==> src/rtl/cop_irq_pkg.sv <==
package cop_irq_pkg;
  typedef enum logic [1:0] {
    SZ_BYTE  = 2'd0,
    SZ_WORD  = 2'd1,
    SZ_DWORD = 2'd2,
    SZ_RSVD  = 2'd3
  } io_size_e;

  localparam int unsigned OFF_CLEAR = 0;
  localparam int unsigned OFF_RESET = 1;
endpackage

==> src/rtl/cop_port_decode.sv <==
module cop_port_decode
  import cop_irq_pkg::*;
#(
  parameter int unsigned ADDR_W   = 16,
  parameter logic [ADDR_W-1:0] BASE = 16'h00F0,
  parameter int unsigned WIN_LOG2 = 4
) (
  input  logic [ADDR_W-1:0] io_addr,
  input  logic [1:0]        io_size,
  input  logic              io_wr,
  input  logic              io_rd,
  output logic              wr_byte,
  output logic              bad_acc,
  output logic              rd_hit,
  output logic              sel_clear,
  output logic              sel_reset
);
  localparam int unsigned TAG_W = ADDR_W - WIN_LOG2;
  localparam logic [TAG_W-1:0] BASE_TAG = BASE[ADDR_W-1:WIN_LOG2];

  logic              in_win;
  logic              is_byte;
  logic [WIN_LOG2-1:0] offset;

  always_comb begin
    in_win    = (io_addr[ADDR_W-1:WIN_LOG2] == BASE_TAG);
    offset    = io_addr[WIN_LOG2-1:0];
    is_byte   = (io_size_e'(io_size) == SZ_BYTE);
    wr_byte   = in_win && io_wr && is_byte;
    rd_hit    = in_win && io_rd;
    bad_acc   = rd_hit || (in_win && io_wr && !is_byte);
    sel_clear = in_win && (offset == WIN_LOG2'(OFF_CLEAR));
    sel_reset = in_win && (offset == WIN_LOG2'(OFF_RESET));
  end
endmodule

==> src/rtl/cop_err_sync.sv <==
module cop_err_sync #(
  parameter int unsigned STAGES = 2
) (
  input  logic clk,
  input  logic rst_n,
  input  logic err_in,
  output logic err_edge
);
  logic [STAGES-1:0] chain_q;
  logic              prev_q;

  genvar g;
  generate
    for (g = 0; g < STAGES; g++) begin : g_stage
      if (g == 0) begin : g_first
        always_ff @(posedge clk or negedge rst_n) begin
          if (!rst_n) chain_q[0] <= 1'b0;
          else        chain_q[0] <= err_in;
        end
      end else begin : g_next
        always_ff @(posedge clk or negedge rst_n) begin
          if (!rst_n) chain_q[g] <= 1'b0;
          else        chain_q[g] <= chain_q[g-1];
        end
      end
    end
  endgenerate

  always_ff @(posedge clk or negedge rst_n) begin
    if (!rst_n) prev_q <= 1'b0;
    else        prev_q <= chain_q[STAGES-1];
  end

  assign err_edge = chain_q[STAGES-1] && !prev_q;

  // A detected edge lasts one cycle only (R2: level held high does not re-set)
  p_edge_single_r2: assert property (@(posedge clk) disable iff (!rst_n)
    err_edge |=> !err_edge);
endmodule

==> src/rtl/cop_irq_latch.sv <==
module cop_irq_latch (
  input  logic clk,
  input  logic rst_n,
  input  logic err_edge,
  input  logic wr_byte,
  input  logic sel_clear,
  input  logic sel_reset,
  input  logic bad_acc,
  output logic irq13,
  output logic busy,
  output logic cop_rst,
  output logic unclaimed
);
  logic irq_q, irq_d;
  logic busy_q, busy_d;
  logic rst_q, rst_d;
  logic unc_q, unc_d;
  logic busy_clr;
  logic irq_en, busy_en;

  always_comb begin
    busy_clr = wr_byte && (sel_clear || sel_reset);
    irq_en   = err_edge || wr_byte;
    busy_en  = err_edge || busy_clr;
    irq_d    = err_edge;
    busy_d   = err_edge;
    rst_d    = wr_byte && sel_reset;
    unc_d    = bad_acc;
  end

  always_ff @(posedge clk or negedge rst_n) begin
    if (!rst_n) begin
      irq_q  <= 1'b0;
      busy_q <= 1'b0;
      rst_q  <= 1'b0;
      unc_q  <= 1'b0;
    end else begin
      if (irq_en)  irq_q  <= irq_d;
      if (busy_en) busy_q <= busy_d;
      rst_q <= rst_d;
      unc_q <= unc_d;
    end
  end

  assign irq13     = irq_q;
  assign busy      = busy_q;
  assign cop_rst   = rst_q;
  assign unclaimed = unc_q;

  p_err_sets_r2: assert property (@(posedge clk) disable iff (!rst_n)
    err_edge |=> (irq13 && busy));
  p_wr_drops_irq_r3: assert property (@(posedge clk) disable iff (!rst_n)
    (wr_byte && !err_edge) |=> !irq13);
  p_clear_busy_r4: assert property (@(posedge clk) disable iff (!rst_n)
    (wr_byte && sel_clear && !err_edge) |=> !busy);
  p_reset_pulse_r5: assert property (@(posedge clk) disable iff (!rst_n)
    (wr_byte && sel_reset) |=> cop_rst);
  p_busy_kept_r6: assert property (@(posedge clk) disable iff (!rst_n)
    (busy && !sel_clear && !sel_reset) |=> busy);
  p_irq_stable_r7: assert property (@(posedge clk) disable iff (!rst_n)
    (!wr_byte && !err_edge) |=> $stable(irq13));
  p_unclaimed_r8: assert property (@(posedge clk) disable iff (!rst_n)
    bad_acc |=> unclaimed);
endmodule

==> src/rtl/cop_err_irq.sv <==
module cop_err_irq #(
  parameter int unsigned ADDR_W      = 16,
  parameter logic [ADDR_W-1:0] BASE  = 16'h00F0,
  parameter int unsigned WIN_LOG2    = 4,
  parameter int unsigned DATA_W      = 32,
  parameter int unsigned SYNC_STAGES = 2
) (
  input  logic              clk,
  input  logic              rst_n,
  input  logic [ADDR_W-1:0] io_addr,
  input  logic [1:0]        io_size,
  input  logic              io_wr,
  input  logic              io_rd,
  input  logic              err_in,
  output logic [DATA_W-1:0] io_rdata,
  output logic              irq13,
  output logic              busy,
  output logic              cop_rst,
  output logic              unclaimed
);
  logic wr_byte, bad_acc, rd_hit, sel_clear, sel_reset, err_edge;

  cop_port_decode #(
    .ADDR_W(ADDR_W), .BASE(BASE), .WIN_LOG2(WIN_LOG2)
  ) u_dec (
    .io_addr(io_addr), .io_size(io_size), .io_wr(io_wr), .io_rd(io_rd),
    .wr_byte(wr_byte), .bad_acc(bad_acc), .rd_hit(rd_hit),
    .sel_clear(sel_clear), .sel_reset(sel_reset)
  );

  cop_err_sync #(.STAGES(SYNC_STAGES)) u_sync (
    .clk(clk), .rst_n(rst_n), .err_in(err_in), .err_edge(err_edge)
  );

  cop_irq_latch u_latch (
    .clk(clk), .rst_n(rst_n), .err_edge(err_edge), .wr_byte(wr_byte),
    .sel_clear(sel_clear), .sel_reset(sel_reset), .bad_acc(bad_acc),
    .irq13(irq13), .busy(busy), .cop_rst(cop_rst), .unclaimed(unclaimed)
  );

  assign io_rdata = rd_hit ? '1 : '0;

  // no access outside the window may report as unclaimed
  p_outside_quiet_r1: assert property (@(posedge clk) disable iff (!rst_n)
    (io_addr[ADDR_W-1:WIN_LOG2] != BASE[ADDR_W-1:WIN_LOG2]) |=> !unclaimed && !cop_rst);
endmodule

==> config.mk <==
export PLATFORM = sky130hd
export DESIGN_NAME = cop_err_irq
export DESIGN_NICKNAME = d
export VERILOG_FILES = /design/src/rtl/cop_irq_pkg.sv /design/src/rtl/cop_port_decode.sv /design/src/rtl/cop_err_sync.sv /design/src/rtl/cop_irq_latch.sv /design/src/rtl/cop_err_irq.sv
export SDC_FILE = /design/constraint.sdc
export NUM_CORES = 1
export LEC_CHECK = 0
export ABC_AREA = 1
export ABC_CLOCK_PERIOD_IN_PS = 2700
export BUFFER_PORTS_ARGS = -buffer_cell sky130_fd_sc_hd__buf_2
export CELL_PAD_IN_SITES_DETAIL_PLACEMENT = 0
export CELL_PAD_IN_SITES_GLOBAL_PLACEMENT = 2
export CORE_MARGIN = 2
export CORE_UTILIZATION = 14
export DETAILED_ROUTE_END_ITERATION = 16
export GPL_TIMING_DRIVEN = 0
export HOLD_SLACK_MARGIN = 0.06
export PLACE_DENSITY_LB_ADDON = 0.2
export SLEW_MARGIN = 30
export SYNTH_ARGS = -nofsm -noshare
export SYNTH_HDL_FRONTEND = slang
export SYNTH_SLANG_ARGS = --single-unit
export TNS_END_PERCENT = 50
==> constraint.sdc <==
create_clock -name clk -period 2.7 [get_ports clk]
set_clock_uncertainty 0.1 [all_clocks]
set_input_delay 0.54 -clock clk [delete_from_list [all_inputs] [get_ports clk]]
set_output_delay 0.54 -clock clk [all_outputs]
set_load 0.05 [all_outputs]
==> metrics <==
sw frac 20.1%; remaining global-route overflow 0; Final period util about 96%; area grow syn2layout 82.5%; max_slew headroom 59.2%; Pre-Repair DR Iteration Count 4; ys flop type dfrtp_1; Detail Route Antenna Nets 0; Logic pwr share 11.3%; All-Layer GR Usage 6.24%; number of vias per cell 3.43; Die W between 60 and 70 µm; outcome finished clean; maximum number of pins on one net before global-route repair 33; vias in the first global route 624; worst hold path class reg -> reg; Placed Cells incl. Taps between 150 and 200; CTS Root Cell clkbuf_8; CTS tree built; Die H 69.5 µm; port bufs 58; DR WL/cell 7.71 µm; FILL cells around 450; core footprint 4060 µm²; Worst-Margin Slew about 0.61 ns; area occupied by multi-input gates 155 µm²; die area 4830 µm²; setup TNS 0 ns; Flop pwr share a little under two fifths; CP delay by family, top simple AND/OR/NAND/NOR gates; post-synth top area share 40.0%; syn_area_per_cell between 7 and 8 µm²; Slew Viols, Final 0; Internal Power 226 µW; DRC errors left 0; Yosys cell types 13; Setup crit start kind input pin; slowest cell delay on critical path slightly below 0.5 ns; CTS Sinks 7; dpl hpwl 1250 µm; worst-path maximum fanout 32; layout cells sized above 1 70.4%; initial antenna violation count 0; Layout Cells excl Fill 192; max-cap viol count 0; worst path cell trace buf_2 > nor2_1 > nand2_1 > nor2_2 > nand2_1 > nor2_4 > buf_4 > buf_4; synth warn 0; DRT iter0 DRCs 6; WP data required a little over 2 ns; Num CTS Buffers 3; minimum clock period between 2 and 3 ns; worst skew pair latency 0.22 ns; sequential fraction of the synthesis area 29.2%; Post-synth EDFFs 0; LEAKAGE 0.661 nW; Clock Path Buffers 2; FF/Latch Area 175 µm²; PD cells 258 nW/µm²; Crit Path Class in -> out; via count 659; WP buf/inv 3; Fin. Hold Viols 0; power share of the clock group approximately half; Starting Density 14.8%; Rows 23; Final Net Count 166; final worst slack 0.101 ns; Mapped Cells 79; # diodes 0; Post-Syn Area 601 µm²; fmax 385 MHz; critical path arrival 1.96 ns; first-pass GRT wire length 2520 µm; Final Core Density 27.0%; synth top area cells buf_4 (40%), dfrtp_1 (29%), nand2_1 (7.5%); dpl ws -0.0362 ns; final wirelength 1480 µm; final setup fails 0; Slowest-stage cell, CP nor2_4; CTS clk-pin slew, worst paths ~0.040 ns; crit end category output port; H-tree depth 1; asr flop ratio synth 100%; worst hold slack roughly 0.24 ns; RSZ-0062 raised after global routing yes; leading area contributor after synthesis buf_4; Synth Register Bits 7; sw power 56.8 µW; IO Count 59; Peak supply drop 0.296 mV; RePlAce Congestion a little under 0.7; syn nets 102; most common cell in the synthesized netlist buf_4; top cells by count, synth buf_4 (32), nand2_1 (12), inv_1 (9)
## cells by family (layout without fill, tap and decap cells)
group           after synthesis  count (layout)  share of synthesized area (%)
buf+inv                      42             105                           46.2
compound gates                1               1                           1.04
flops                         7               7                           29.2
simple gates                 29              29                           23.5
## power by group through the flow
stage,Clock [mW],Sequential (mW),Combinational (mW)
5_1_grt,0.155,0.109,0.0361
2_1_floorplan,0,0.110,0.0105
6_report,0.142,0.108,0.0319
3_3_place_gp,0,0.110,0.0307
3_5_place_dp,0,0.110,0.0312
4_1_cts,0.148,0.109,0.0323
## layout by cell type, fill, tap and decap left out, drive strengths merged
cell type / instances
buf: 90
nand2: 12
inv: 10
nor2: 10
dfrtp: 7
clkbuf: 4
nand4: 3
nand3: 2
o22ai: 1
or2: 1
nor3: 1
dlygate4sd3: 1
## metal layers
| layer | GRT usage (%) | share of wire [%] | vias to the layer above |
|---|---|---|---|
| met2 | 11.3 | 51 | 49 |
| met5 | 0 | 0 | - |
| met4 | 1.96 | 0.47 | 0 |
| met1 | 6.46 | 33 | 276 |
| met3 | 2.62 | 16 | 2 |
| li1 | - | - | 332 |
## worst paths after layout
| check | startpoint | end | slack [ns] | cells after the start |
|---|---|---|---|---|
| min in group asynchronous | rst_n | u_sync.chain_q[0]$_DFF_PN0_ | 0.57 | 2 |
| hold / removal | u_sync.chain_q[0]$_DFF_PN0_ | u_sync.chain_q[1]$_DFF_PN0_ | 0.24 | 0 |
| max in group asynchronous | rst_n | u_latch.unclaimed$_DFF_PN0_ | 1.78 | 2 |
| setup / recovery | io_addr[15] | io_rdata[11] | 0.10 | 8 |
| hold reg to reg | u_sync.chain_q[0]$_DFF_PN0_ | u_sync.chain_q[1]$_DFF_PN0_ | 0.24 | 0 |
| setup reg to reg | u_sync.chain_q[1]$_DFF_PN0_ | u_latch.irq13$_DFFE_PN0P_ | 1.98 | 2 |
## timing repair
item | 4_1_cts | 5_1_grt
resized for setup | 32 | 0
setup buffers | 0 | 0
hold endpoints to repair | 7 | 0
endpoints found under the setup margin | 32 | 32
hold buffers | 1 | 0
## area by class of cell
class | instances | area share (%)
plain buffers | 32 | 21.9
clock buffers | 4 | 4.11
inverters | 10 | 3.42
multi-input cells | 30 | 14.2
flip-flops and latches | 7 | 16.0
well taps | 50 | 5.71
repair buffers | 59 | 34.7
## flip-flops by register name (all words and copies together), names as in the netlist
| register | flops |
|---|---|
| u_sync.chain_q | 2 |
| u_latch.busy | 1 |
| u_latch.cop_rst | 1 |
| u_latch.irq13 | 1 |
| u_latch.unclaimed | 1 |
| u_sync.prev_q | 1 |
## stage by stage
stage	total power [mW]	cell area [µm²]
finish	0.283	1100
global route	0.300	1100
CTS	0.289	1100
detailed placement	0.141	961
global placement	0.140	956
floorplan	0.120	603
(Power assumes the default switching activity.)
